**src/rtl/tx_slave_pkg.sv**
```systemverilog
package tx_slave_pkg;
    localparam int unsigned CELL_LEN = 53;
    localparam int unsigned IDX_W    = $clog2(CELL_LEN);
    typedef logic [IDX_W-1:0] idx_t;
endpackage

```
**src/rtl/tx_byte_store.sv**
```systemverilog
module tx_byte_store #(
    parameter int unsigned DEPTH  = 106,
    parameter int unsigned PTR_W  = 7,
    parameter int unsigned DATA_W = 8
) (
    input  logic              clk,
    input  logic              we,
    input  logic [PTR_W-1:0]  waddr,
    input  logic [DATA_W-1:0] wdata,
    input  logic [PTR_W-1:0]  raddr,
    output logic [DATA_W-1:0] rdata
);
    logic [DATA_W-1:0] mem [DEPTH];

    always_ff @(posedge clk) begin
        if (we) mem[waddr] <= wdata;
    end

    assign rdata = mem[raddr];
endmodule

```
**src/rtl/tx_cell_writer.sv**
```systemverilog
module tx_cell_writer
    import tx_slave_pkg::*;
#(
    parameter int unsigned ADDR_W  = 5,
    parameter int unsigned PORT_ID = 3,
    parameter int unsigned DEPTH   = 106,
    parameter int unsigned PTR_W   = 7
) (
    input  logic              clk,
    input  logic              rst_n,
    input  logic [ADDR_W-1:0] bus_addr,
    input  logic              bus_en_n,
    input  logic              bus_start,
    input  logic              room,
    output logic              we,
    output logic [PTR_W-1:0]  waddr,
    output logic              commit,
    output logic              in_cell,
    output logic              in_cell_nx,
    output logic              err
);
    typedef struct packed {
        logic             sel;
        logic             busy;
        idx_t             idx;
        logic [PTR_W-1:0] wptr;
        logic [PTR_W-1:0] base;
        logic             err;
    } wr_state_t;

    wr_state_t st_d, st_q;

    function automatic logic [PTR_W-1:0] bump(input logic [PTR_W-1:0] p);
        return (p == PTR_W'(DEPTH - 1)) ? '0 : p + 1'b1;
    endfunction

    logic take;
    assign take = !bus_en_n && st_q.sel;

    always_comb begin
        st_d   = st_q;
        st_d.err = 1'b0;
        we     = 1'b0;
        waddr  = st_q.wptr;
        commit = 1'b0;
        if (bus_en_n) st_d.sel = (bus_addr == ADDR_W'(PORT_ID));
        if (take) begin
            if (bus_start) begin
                if (st_q.busy) st_d.err = 1'b1;
                if (room) begin
                    we        = 1'b1;
                    waddr     = st_q.base;
                    st_d.wptr = bump(st_q.base);
                    st_d.idx  = idx_t'(1);
                    st_d.busy = 1'b1;
                end else begin
                    st_d.wptr = st_q.base;
                    st_d.idx  = '0;
                    st_d.busy = 1'b0;
                end
            end else if (st_q.busy) begin
                we        = 1'b1;
                st_d.wptr = bump(st_q.wptr);
                if (st_q.idx == idx_t'(CELL_LEN - 1)) begin
                    commit    = 1'b1;
                    st_d.base = bump(st_q.wptr);
                    st_d.idx  = '0;
                    st_d.busy = 1'b0;
                end else begin
                    st_d.idx = st_q.idx + 1'b1;
                end
            end
        end
    end

    always_ff @(posedge clk or negedge rst_n) begin
        if (!rst_n) st_q <= '0;
        else        st_q <= st_d;
    end

    assign in_cell    = st_q.busy;
    assign in_cell_nx = st_d.busy;
    assign err        = st_q.err;
endmodule

```
**src/rtl/tx_cell_reader.sv**
```systemverilog
module tx_cell_reader
    import tx_slave_pkg::*;
#(
    parameter int unsigned DEPTH = 106,
    parameter int unsigned PTR_W = 7,
    parameter int unsigned CNT_W = 7
) (
    input  logic             clk,
    input  logic             rst_n,
    input  logic             commit,
    input  logic             ready,
    output logic             valid,
    output logic             sop,
    output logic [PTR_W-1:0] raddr,
    output logic             room,
    output logic             room_nx,
    output logic [CNT_W-1:0] count
);
    typedef struct packed {
        logic [CNT_W-1:0] cnt;
        logic [PTR_W-1:0] rptr;
        idx_t             off;
    } rd_state_t;

    localparam logic [CNT_W-1:0] FILL_MAX = CNT_W'(DEPTH - CELL_LEN);

    rd_state_t st_d, st_q;
    logic pop;

    assign valid = (st_q.cnt != '0);
    assign pop   = valid && ready;

    always_comb begin
        st_d     = st_q;
        st_d.cnt = st_q.cnt + (commit ? CNT_W'(CELL_LEN) : CNT_W'(0))
                            - (pop ? CNT_W'(1) : CNT_W'(0));
        if (pop) begin
            st_d.rptr = (st_q.rptr == PTR_W'(DEPTH - 1)) ? '0 : st_q.rptr + 1'b1;
            st_d.off  = (st_q.off == idx_t'(CELL_LEN - 1)) ? '0 : st_q.off + 1'b1;
        end
    end

    always_ff @(posedge clk or negedge rst_n) begin
        if (!rst_n) st_q <= '0;
        else        st_q <= st_d;
    end

    assign sop     = (st_q.off == '0);
    assign raddr   = st_q.rptr;
    assign room    = (st_q.cnt <= FILL_MAX);
    assign room_nx = (st_d.cnt <= FILL_MAX);
    assign count   = st_q.cnt;
endmodule

```
**src/rtl/cell_tx_slave.sv**
```systemverilog
module cell_tx_slave
    import tx_slave_pkg::*;
#(
    parameter int unsigned ADDR_W  = 5,
    parameter int unsigned PORT_ID = 3,
    parameter int unsigned CELLS   = 2,
    parameter int unsigned DATA_W  = 8
) (
    input  logic              clk,
    input  logic              rst_n,
    input  logic [ADDR_W-1:0] bus_addr,
    input  logic              bus_en_n,
    input  logic              bus_start,
    input  logic [DATA_W-1:0] bus_data,
    output logic              poll_clav,
    output logic              poll_oe,
    output logic              cell_err,
    output logic              out_valid,
    output logic [DATA_W-1:0] out_data,
    output logic              out_sop,
    input  logic              out_ready
);
    localparam int unsigned DEPTH = CELLS * CELL_LEN;
    localparam int unsigned PTR_W = $clog2(DEPTH);
    localparam int unsigned CNT_W = $clog2(DEPTH + 1);

    typedef struct packed {
        logic oe;
        logic clav;
    } poll_t;

    poll_t poll_d, poll_q;

    logic             wr_we, wr_commit, wr_in_cell, wr_in_cell_nx;
    logic [PTR_W-1:0] wr_addr, rd_addr;
    logic             rd_room, rd_room_nx;
    logic [CNT_W-1:0] rd_count;

    tx_cell_writer #(
        .ADDR_W (ADDR_W),
        .PORT_ID(PORT_ID),
        .DEPTH  (DEPTH),
        .PTR_W  (PTR_W)
    ) u_writer (
        .clk       (clk),
        .rst_n     (rst_n),
        .bus_addr  (bus_addr),
        .bus_en_n  (bus_en_n),
        .bus_start (bus_start),
        .room      (rd_room),
        .we        (wr_we),
        .waddr     (wr_addr),
        .commit    (wr_commit),
        .in_cell   (wr_in_cell),
        .in_cell_nx(wr_in_cell_nx),
        .err       (cell_err)
    );

    tx_byte_store #(
        .DEPTH (DEPTH),
        .PTR_W (PTR_W),
        .DATA_W(DATA_W)
    ) u_store (
        .clk  (clk),
        .we   (wr_we),
        .waddr(wr_addr),
        .wdata(bus_data),
        .raddr(rd_addr),
        .rdata(out_data)
    );

    tx_cell_reader #(
        .DEPTH(DEPTH),
        .PTR_W(PTR_W),
        .CNT_W(CNT_W)
    ) u_reader (
        .clk    (clk),
        .rst_n  (rst_n),
        .commit (wr_commit),
        .ready  (out_ready),
        .valid  (out_valid),
        .sop    (out_sop),
        .raddr  (rd_addr),
        .room   (rd_room),
        .room_nx(rd_room_nx),
        .count  (rd_count)
    );

    always_comb begin
        poll_d.oe   = (bus_addr == ADDR_W'(PORT_ID));
        poll_d.clav = wr_in_cell_nx || rd_room_nx;
    end

    always_ff @(posedge clk or negedge rst_n) begin
        if (!rst_n) poll_q <= '0;
        else        poll_q <= poll_d;
    end

    assign poll_oe   = poll_q.oe;
    assign poll_clav = poll_q.clav && poll_q.oe;
endmodule

```
**config.mk**
```make
export PLATFORM = sky130hd
export DESIGN_NAME = cell_tx_slave
export DESIGN_NICKNAME = d
export VERILOG_FILES = /design/src/rtl/tx_slave_pkg.sv /design/src/rtl/tx_byte_store.sv /design/src/rtl/tx_cell_writer.sv /design/src/rtl/tx_cell_reader.sv /design/src/rtl/cell_tx_slave.sv
export SDC_FILE = /design/constraint.sdc
export NUM_CORES = 1
export LEC_CHECK = 0
export BUFFER_PORTS_ARGS = -buffer_cell sky130_fd_sc_hd__buf_2
export CORE_UTILIZATION = 63
export CTS_CLUSTER_SIZE = 20
export DETAILED_ROUTE_END_ITERATION = 10
export PLACE_DENSITY = 0.83
export SYNTH_ARGS = -nofsm -noshare
export SYNTH_HDL_FRONTEND = slang
export SYNTH_SLANG_ARGS = --single-unit
```
**constraint.sdc**
```tcl
create_clock -name clk -period 3.7 [get_ports clk]
set_input_delay 0.555 -clock clk [delete_from_list [all_inputs] [get_ports clk]]
set_output_delay 0.555 -clock clk [all_outputs]
set_load 0.02 [all_outputs]
```
Word-level counts from Yosys, hierarchy flattened --
Memory sizes are Yosys's and may differ from the RTL's. Cells that the tools add are included.
Word-level totals: latch bits 0, input bits 18, ROM bits 0, memories 1, word-level logic and storage cells 66, register bits 45, output and inout port bits 13, bits in writable memories 848
Cells by class: order comparisons 2, multiply operators 0, equality and inequality tests 6, add/subtract/negate cells 7, bitwise gates (word level) 1, reduce and logical (&&, ||, !) cells 10, shift operators 0, mux-type cells 28, divide/modulo/power cells 0
Memory list:
- u_store.mem | depth 106, bits a word 8, rd ports 1, clocked after memory_dff 0, write ports 1, RTL line tx_byte_store.sv:13 | logic [DATA_W-1:0] mem [DEPTH];
Operators with widths (number):
- $mux 7 | 8
- $mux 14 | 2
- $mux 22 | 1
- $add 7x1->7 const B | 3
- $eq 7x7->1 const B | 3
- $mux 21 | 1
- $mux 6 | 3
- $le 7x6->1 const B | 2
- $mux 1 | 13
- $add 6x1->6 const B | 2
- $eq 6x6->1 const B | 2
- $add 7x7->7 | 1
- $reduce_bool 7->1 | 1
- $sub 7x7->7 | 1
- $logic_not 6->1 | 1
- $eq 5x2->1 const B | 1
- $reduce_and 4->1 | 1
- $logic_and 1x1->1 | 3
- $reduce_and 2->1 | 1
- $reduce_bool 2->1 | 1
- $logic_not 1->1 | 1
- $logic_or 1x1->1 | 1
- $not 1->1 | 1

Depth between registers and ports, before layout --
Gate-level depths: netlist (run 1).
depth after elaboration 10, mapped depth 16, depth with buffers taken out 15

Hierarchy --
From an unflattened synthesis (run 1), not the netlist that was laid out.
Unflattened totals: cells, all modules 1871, area total of the unflattened synthesis 35993.3 um^2
By module, submodules not included:
- tx_byte_store | cells each 1556, sequential area each 25464.4 um^2, times used 1, area each 33039.2 um^2
- tx_cell_writer | cells each 155, sequential area each 575.6 um^2, times used 1, area each 1502.7 um^2
- tx_cell_reader | cells each 154, sequential area each 500.5 um^2, times used 1, area each 1372.6 um^2
- cell_tx_slave | cells each 6, sequential area each 50.0 um^2, times used 1, area each 78.8 um^2

Worst setup path before layout (run 1) --
OpenSTA, ideal clock, no wires.
path kind flip-flop to flip-flop, start reg u_reader.st_q, in the netlist u_reader.count[6], end reg poll_q[0] in the netlist's numbering, library setup time 125 ps, period minus slack after synthesis 3358 ps, arrival time 3233 ps, setup slack 342 ps, buffers on the path 1, data required time 3575 ps, cell stages (with the launch flop) 16, cells stage by stage dfrtp_1 > nor4_1 > nand4_1 > nand2_1 > inv_1 > clkbuf_1 > ha_1 > inv_1 > ha_1 > fa_1 > a21o_1 > a21oi_1 > o21bai_1 > a21oi_1 > xnor2_1 > o21bai_1
RTL lines:
- start, declared | RTL line tx_cell_reader.sv:27 | rd_state_t st_d, st_q;
- start signal, assigned | RTL line tx_cell_reader.sv:45 | else st_q <= st_d;
- end signal, assigned | RTL line cell_tx_slave.sv:96 | else poll_q <= poll_d;
- end, declared | RTL line cell_tx_slave.sv:32 | poll_t poll_d, poll_q;

Worst setup path after layout (run 1) --
start reg u_reader.st_q, in the netlist u_reader.raddr[0], end out out_data[2]
On the way: cells in the longest elaborated chain, start to end 1
RTL lines:
- $mem_v2 106x8
- end, declared | RTL line cell_tx_slave.sv:19 | output logic [DATA_W-1:0] out_data,
Every way passes these cells.

==> results.md, run 1 <==
- Largest net degree at the start of global routing: between 100 and 150
- GRT Total Usage: 0.3254
- Worst min-delay path category: input pin to flip-flop
- Synth top area share: 0.7101
- Starting DRT DRC Count: between 2,000 and 3,000
- Routability cong.: 0.9353
- CP cell instances: buf_12 > buf_16 > buf_12 > mux4_2 > mux4_2 > o211ai_1 > a31oi_2 > buf_4
- Failing checks: negative setup slack
- Finished Layout Cells: around 2,900
- Clock Path Buffers: 3
- Nets: roughly 2,100
- Synth Warn #: 0
- Die H: 240.6 um
- Clock root cell: clkbuf_16
- Fmax: ~0.25 GHz
- CTS Hold Bufs: 0
- CP max stage cell: dfrtp_4
- Synthesized area: 35,860 um^2
- Routed Antenna Nets: 0
- Max Cap Viol: 0
- First drt pass iteration count: 7
- Rows: slightly below 90
- Clock slew at reported path FFs: ~0.07 ns
- Filler cells: between 2,000 and 3,000
- Max FO, Critical Path: 6
- CTS tree: built
- Worst-margin pin slew: ~1.3 ns
- Worst path required time: roughly 3.1 ns
- Share of layout cells above drive strength 1: 0.3041
- Cell Area, Placed: between 30,000 and 40,000 um^2
- Most common cell after layout, fill and taps aside: edfxtp_1
- Initial antenna violation count: 2
- Port-buffer cells: 30
- Num CTS Buffers: 86
- Worst setup SP type: flip-flop
- Hold Fails Final Rpt: 0
- Yosys reg bits: 893
- Vias in the first global route: roughly 20,000
- Final period util: 1.087
- Largest cells by area after synthesis: edfxtp_1 71%, mux4_2 14%, dfrtp_1 3.1%
- CP Capture Type: primary output
- Vias: between 20,000 and 25,000
- Final Skew: about 0.024 ns
- First-pass GRT wire length: between 100,000 and 150,000 um
- Die width: 240.6 um
- Post-synth top area cell: edfxtp_1
- Syn Nets: about 1,900
- Leakage: roughly 14 nW
- Max rail drop VDD: between 0.0005 and 0.0006 V
- CTS H-tree depth: 3
- Synthesis-to-layout area growth: 16.91%
- Core Area: 56,280 um^2
- DR DRC count: 0
- Final setup fails: 8
- Sequential fraction of the synthesis area: 0.7415
- Clock net sink count: 893
- DPL Wire Length: 48,880 um
- Most frequent cells in the layout: 848 x edfxtp_1, 220 x mux4_2, 187 x buf_4
- WL final: 92,450 um
- Clk_lat worst skew: 0.65 ns
- Max incr delay on CP: slightly above 0.5 ns
- Initial core utilization: 0.6372
- Rel. slew slack: 0.1569
- Syn_area_per_cell: slightly below 20 um^2
- Die area: ~58,000 um^2
- # IOs: 31
- Placed cells: around 2,700
- Pwr Density: about 680 nW/um^2
- Number of flops mapped to enable cells by yosys: 848
- Fin area: between 40,000 and 50,000 um^2
- Post-DR vias/cell: 6.954
- Final Max Tran Viols: 0
- Setup CP Type: flip-flop to primary output
- Data arrival time of the critical path: ~3.5 ns
- RSZ-0062 raised after global routing: yes
- Setup slack after layout: -0.3207 ns
- Outcome: finished, violations left
- Post-synth cell types: 57
- Top FF cell, synth: edfxtp_1
- Async SR Flop Fraction: 0.05039
- Crit path time final: slightly above 4 ns
- Syn Inst Count: roughly 1,800
- Routed len/inst: about 32 um
- Grt total ovfl: 0
worst max-delay path, delay by kind of cell (launching register included):
kind                   cells  cell delay [ns]
AOI/OAI and AO/OA          2             0.60
muxes                      2             0.95
buffers and inverters      4             0.73
DFF                        1             0.51
synthesized netlist by cell type (3+ instances only):
cell type  instances
a211oi_1          11
a21o_1             5
a21oi_1           29
a221oi_1           5
a22oi_1            9
a311oi_1           3
a31oi_1            7
a32oi_1            3
buf_1              8
buf_2             29
buf_4             17
buf_6              6
clkbuf_1          38
dfrtp_1           45
edfxtp_1         848
ha_1              21
inv_1             28
mux2_2            11
mux2i_1           70
mux4_2           220
nand2_1           81
nand2b_1          13
nand3_1           23
nand3b_1           6
nand4_1            6
nor2_1           137
nor2b_1            9
nor3_1            16
nor3b_1            3
nor4_1             5
o211ai_1           9
o21a_1             5
o21ai_0           34
o21ai_1            3
o21bai_1           3
o221ai_1           6
o22ai_1            6
o31ai_1            7
or3_1              4
xnor2_1            9
xor2_1            13
path summary, 6_finish.rpt:
check | cells past startpoint | start | slack, ns | endpoint
max in group asynchronous | 1 | rst_n | 2.73 | u_reader.raddr[1]
worst min register to register | 1 | u_reader.count[0] | 0.53 | u_reader.count[0]
worst max-delay path | 8 | u_reader.raddr[0] | -0.32 | out_data[2]
worst min-delay path | 2 | bus_addr[3] | 0.1 | poll_oe
worst max register to register | 7 | u_reader.count[3] | 0.37 | u_store.mem[35][3]
min in group asynchronous | 1 | rst_n | 0.13 | u_reader.raddr[0]
per-layer routing:
metal	vias to the layer above	track usage	part of all wire
met1	10199	0.4305	0.35
met3	361	0.07492	0.11
li1	7944	-	-
met5	-	0	0
met4	0	0.1558	0.052
met2	1677	0.5194	0.49
stage by stage:
stage | worst slack, ns | hold slack (ns) | TNS, ns | utilization | total power, mW
final | -0.3207 | 0.09551 | -2.100 | 0.7449 | 28.35
after global routing | -0.3148 | 0.08983 | -2.199 | 0.7449 | 29.04
after CTS | -0.2434 | 0.07076 | -1.404 | 0.7391 | 27.79
after detailed placement | 0.1203 | 0.5216 | 0 | 0.6715 | 18.07
after global placement | 0.2025 | 0.5058 | 0 | 0.6715 | 17.92
after floorplan | 0.3423 | 0.2594 | 0 | - | 15.79
repair_timing:
item,CTS,global route
setup endpoints to repair,8,8
buffers inserted,39,19
pin swaps,13,7
gates cloned,9,2
resized for setup,84,26
where the power goes:
group / internal [mW] / switching (mW) / total [mW] / leakage, nW
sequential: 11.2 / 0.264 / 11.5 / 8.18
combinational: 3.64 / 4.42 / 8.07 / 4.30
clock: 5.04 / 3.77 / 8.81 / 1.35
kinds of logic after synthesis:
logic type | after synthesis | synth area share
adder cells (fa/ha/maj) | 22 | 0.007886
XOR/XNOR | 22 | 0.005373
AND/OR/NAND/NOR | 313 | 0.03876
multiplexers | 301 | 0.1612
buffers and inverters | 127 | 0.01734
flip-flops | 893 | 0.7415
AO/OA/AOI/OAI | 153 | 0.02795
registers in the layout (all words and copies together) (netlist names):
signal	cells
poll_oe	1
poll_q	1
u_reader.count	7
u_reader.raddr	7
u_reader.st_q	6
u_store.mem	848
u_writer.err	1
u_writer.in_cell	1
u_writer.st_q	21
layout make-up:
| cell class | count | area (um^2) | share of cell area |
|---|---|---|---|
| multi-input cells | 811 | 8932 | 0.2131 |
| diodes | 2 | 5.005 | 0.0001194 |
| clock inverters | 48 | 489.2 | 0.01167 |
| flip-flops and latches | 893 | 26600 | 0.6346 |
| clock buffers | 113 | 2306 | 0.05500 |
| repair buffers | 250 | 2532 | 0.06041 |
| well taps | 756 | 945.9 | 0.02256 |
| inverters | 29 | 108.9 | 0.002596 |
Note: power is estimated with default switching activity, not from simulation.
==> inputs of run 2 (changes only) <==
Settings changed: CORE_ASPECT_RATIO set to 0.7.
==> run 2 against run 1 <==
Compared with the run above: the run still ends with negative setup slack left; sequential share of layout area grew 0.41 points; critical path depth is the same; die area is essentially flat; first-iteration DRC count grew 4.4%; wire length grew 1.1%; setup slack lost 0.067 ns; non-clock buffer count shrank 3; largest power group unchanged; critical path type unchanged; worst hold slack lost 0.012 ns.
==> results.md, run 2 (same netlist as run 1, synthesis figures left out) <==
- Outcome: finished, violations left
- Failing checks: negative setup slack
- Max FFs per register: 848
- CP cell instances: buf_4 > buf_12 > mux4_2 > mux4_2 > o211ai_1 > a31oi_1 > buf_4 > buf_6
- Die H: about 200 um
- Largest regs: u_store.mem x848, u_writer.st_q x21
- Core Area: about 56,000 um^2
- Routability cong.: roughly 0.9
- CTS Hold Bufs: 0
- Die width: about 290 um
- Clk_lat worst skew: approximately 0.64 ns
- Post-DR vias/cell: between 7 and 8
- Final Max Tran Viols: 0
- First-pass GRT wire length: roughly 130,000 um
- Worst-margin pin slew: approximately 1.3 ns
- Hold Fails Final Rpt: 0
- Starting DRT DRC Count: around 3,000
- WHS: ~0.083 ns
- Num CTS Buffers: 79
- Grt met2 use: 0.4933
- Most frequent cells in the layout: 848 x edfxtp_1, 220 x mux4_2, 182 x buf_4
- Rows: about 70
- Max FO, Critical Path: 16
- Worst path required time: 3.14 ns
- FF-to-FF Start: u_reader.count[3]
- Die area: 57,890 um^2
- Vias: just over 20,000
- Pwr Density: between 600 and 700 nW/um^2
- Worst min-delay path category: input pin to flip-flop
- CP startpoint: u_reader.raddr[1]
- First drt pass iteration count: 6
- Biggest register: u_store.mem
- CTS tree: built
- Grt peak-use layer: met2
- Leakage: around 14 nW
- Final setup fails: 8
- GRT Total Usage: 0.3277
- CTS H-tree depth: 3
- Most common cell after layout, fill and taps aside: edfxtp_1
- Clock slew at reported path FFs: ~0.07 ns
- Fmax: roughly 0.24 GHz
- Clock root cell: clkbuf_16
- Grt total ovfl: 0
- Max rail drop VDD: around 0.00059 V
- Synthesis-to-layout area growth: 16.17%
- WL final: between 90,000 and 100,000 um
- Routing usage on met3: 0.08730
- Final period util: 1.105
- Area of the multi-input gates: about 9000 um^2
- Filler cells: 2,863
- DPL Wire Length: 52,740 um
- Place WS: 0.04617 ns
- Nets: between 2,000 and 2,500
- # IOs: 31
- Port-buffer cells: 30
- Share of layout cells above drive strength 1: 0.3078
- Cell Area, Placed: 38,080 um^2
- Crit path time final: about 4.1 ns
- Reg area: 26,600 um^2
- Largest net degree at the start of global routing: about 110
- Setup CP Type: flip-flop to primary output
- Hold path start: bus_addr[4]
- Setup slack after layout: -0.3874 ns
- Rel. slew slack: 0.1536
- Data arrival time of the critical path: 3.53 ns
- Initial antenna violation count: 5
- Initial core utilization: 0.6431
- Clock net sink count: 893
- Vias in the first global route: 19,962
- Worst setup SP type: flip-flop
- Final core utilization: 0.7470
- Setup TNS: -1.809 ns
- Clock Path Buffers: 3
- CP Capture Type: primary output
- DR DRC count: 0
- CP max stage cell: o211ai_1
- RSZ-0062 raised after global routing: yes
- Max Cap Viol: 0
- Final Skew: about 0.041 ns
- Routed len/inst: ~33 um
- Max incr delay on CP: just under 0.6 ns
- GR Util met1: 0.4726
- Fin area: 41,660 um^2
- Routed Antenna Nets: 0
## run 2: power breakdown
part / switching [mW] / leakage, nW / internal [mW]
clock network: 3.66 / 1.23 / 4.59
logic: 4.58 / 4.25 / 3.63
registers: 0.330 / 8.18 / 11.2
## run 2: path summary, 6_finish.rpt
check / end / slack, ns / depth (start not counted)
min reg2reg: u_reader.count[0] / 0.52 / 1
max: out_data[2] / -0.39 / 8
min in group asynchronous: u_writer.st_q[22] / 0.11 / 1
max reg2reg: u_store.mem[70][1] / 0.24 / 6
min: poll_oe / 0.08 / 2
max in group asynchronous: u_reader.raddr[2] / 2.79 / 1
## run 2: stage by stage
step | instances | power [mW]
after global placement | 2684 | 18.25
after detailed placement | 2684 | 18.42
final | 2868 | 27.99
after CTS | 2856 | 27.34
after floorplan | 1831 | 15.79
after global routing | 2865 | 28.63
## run 2: final cells by class
type | count | area share
sequential | 893 | 0.6387
clock buffer | 99 | 0.05103
antenna | 3 | 0.0001802
timing repair buffer | 247 | 0.05914
tap | 740 | 0.02223
multi-input combinational | 811 | 0.2161
inverter | 29 | 0.002613
clock inverter | 46 | 0.01009
## run 2: per-layer routing
metal  wire length [um]  share of wire
met5                 13        0.00014
met4               3297          0.035
met3              12410           0.13
met2              43760           0.47
met1              33970           0.36
## run 2: critical path, delay by kind of cell (launching register included)
| family | cells | cell delay (ns) |
|---|---|---|
| DFF | 1 | 0.57 |
| buffers and inverters | 4 | 0.71 |
| AOI/OAI and AO/OA | 2 | 0.79 |
| muxes | 2 | 0.81 |
## run 2: timing repair
item,in CTS,in global routing
gates cloned,5,2
endpoints found under the setup margin,8,8
gates resized for setup,85,31
buffers inserted,22,7
endpoints found under the hold margin,0,0
pin swaps,14,9
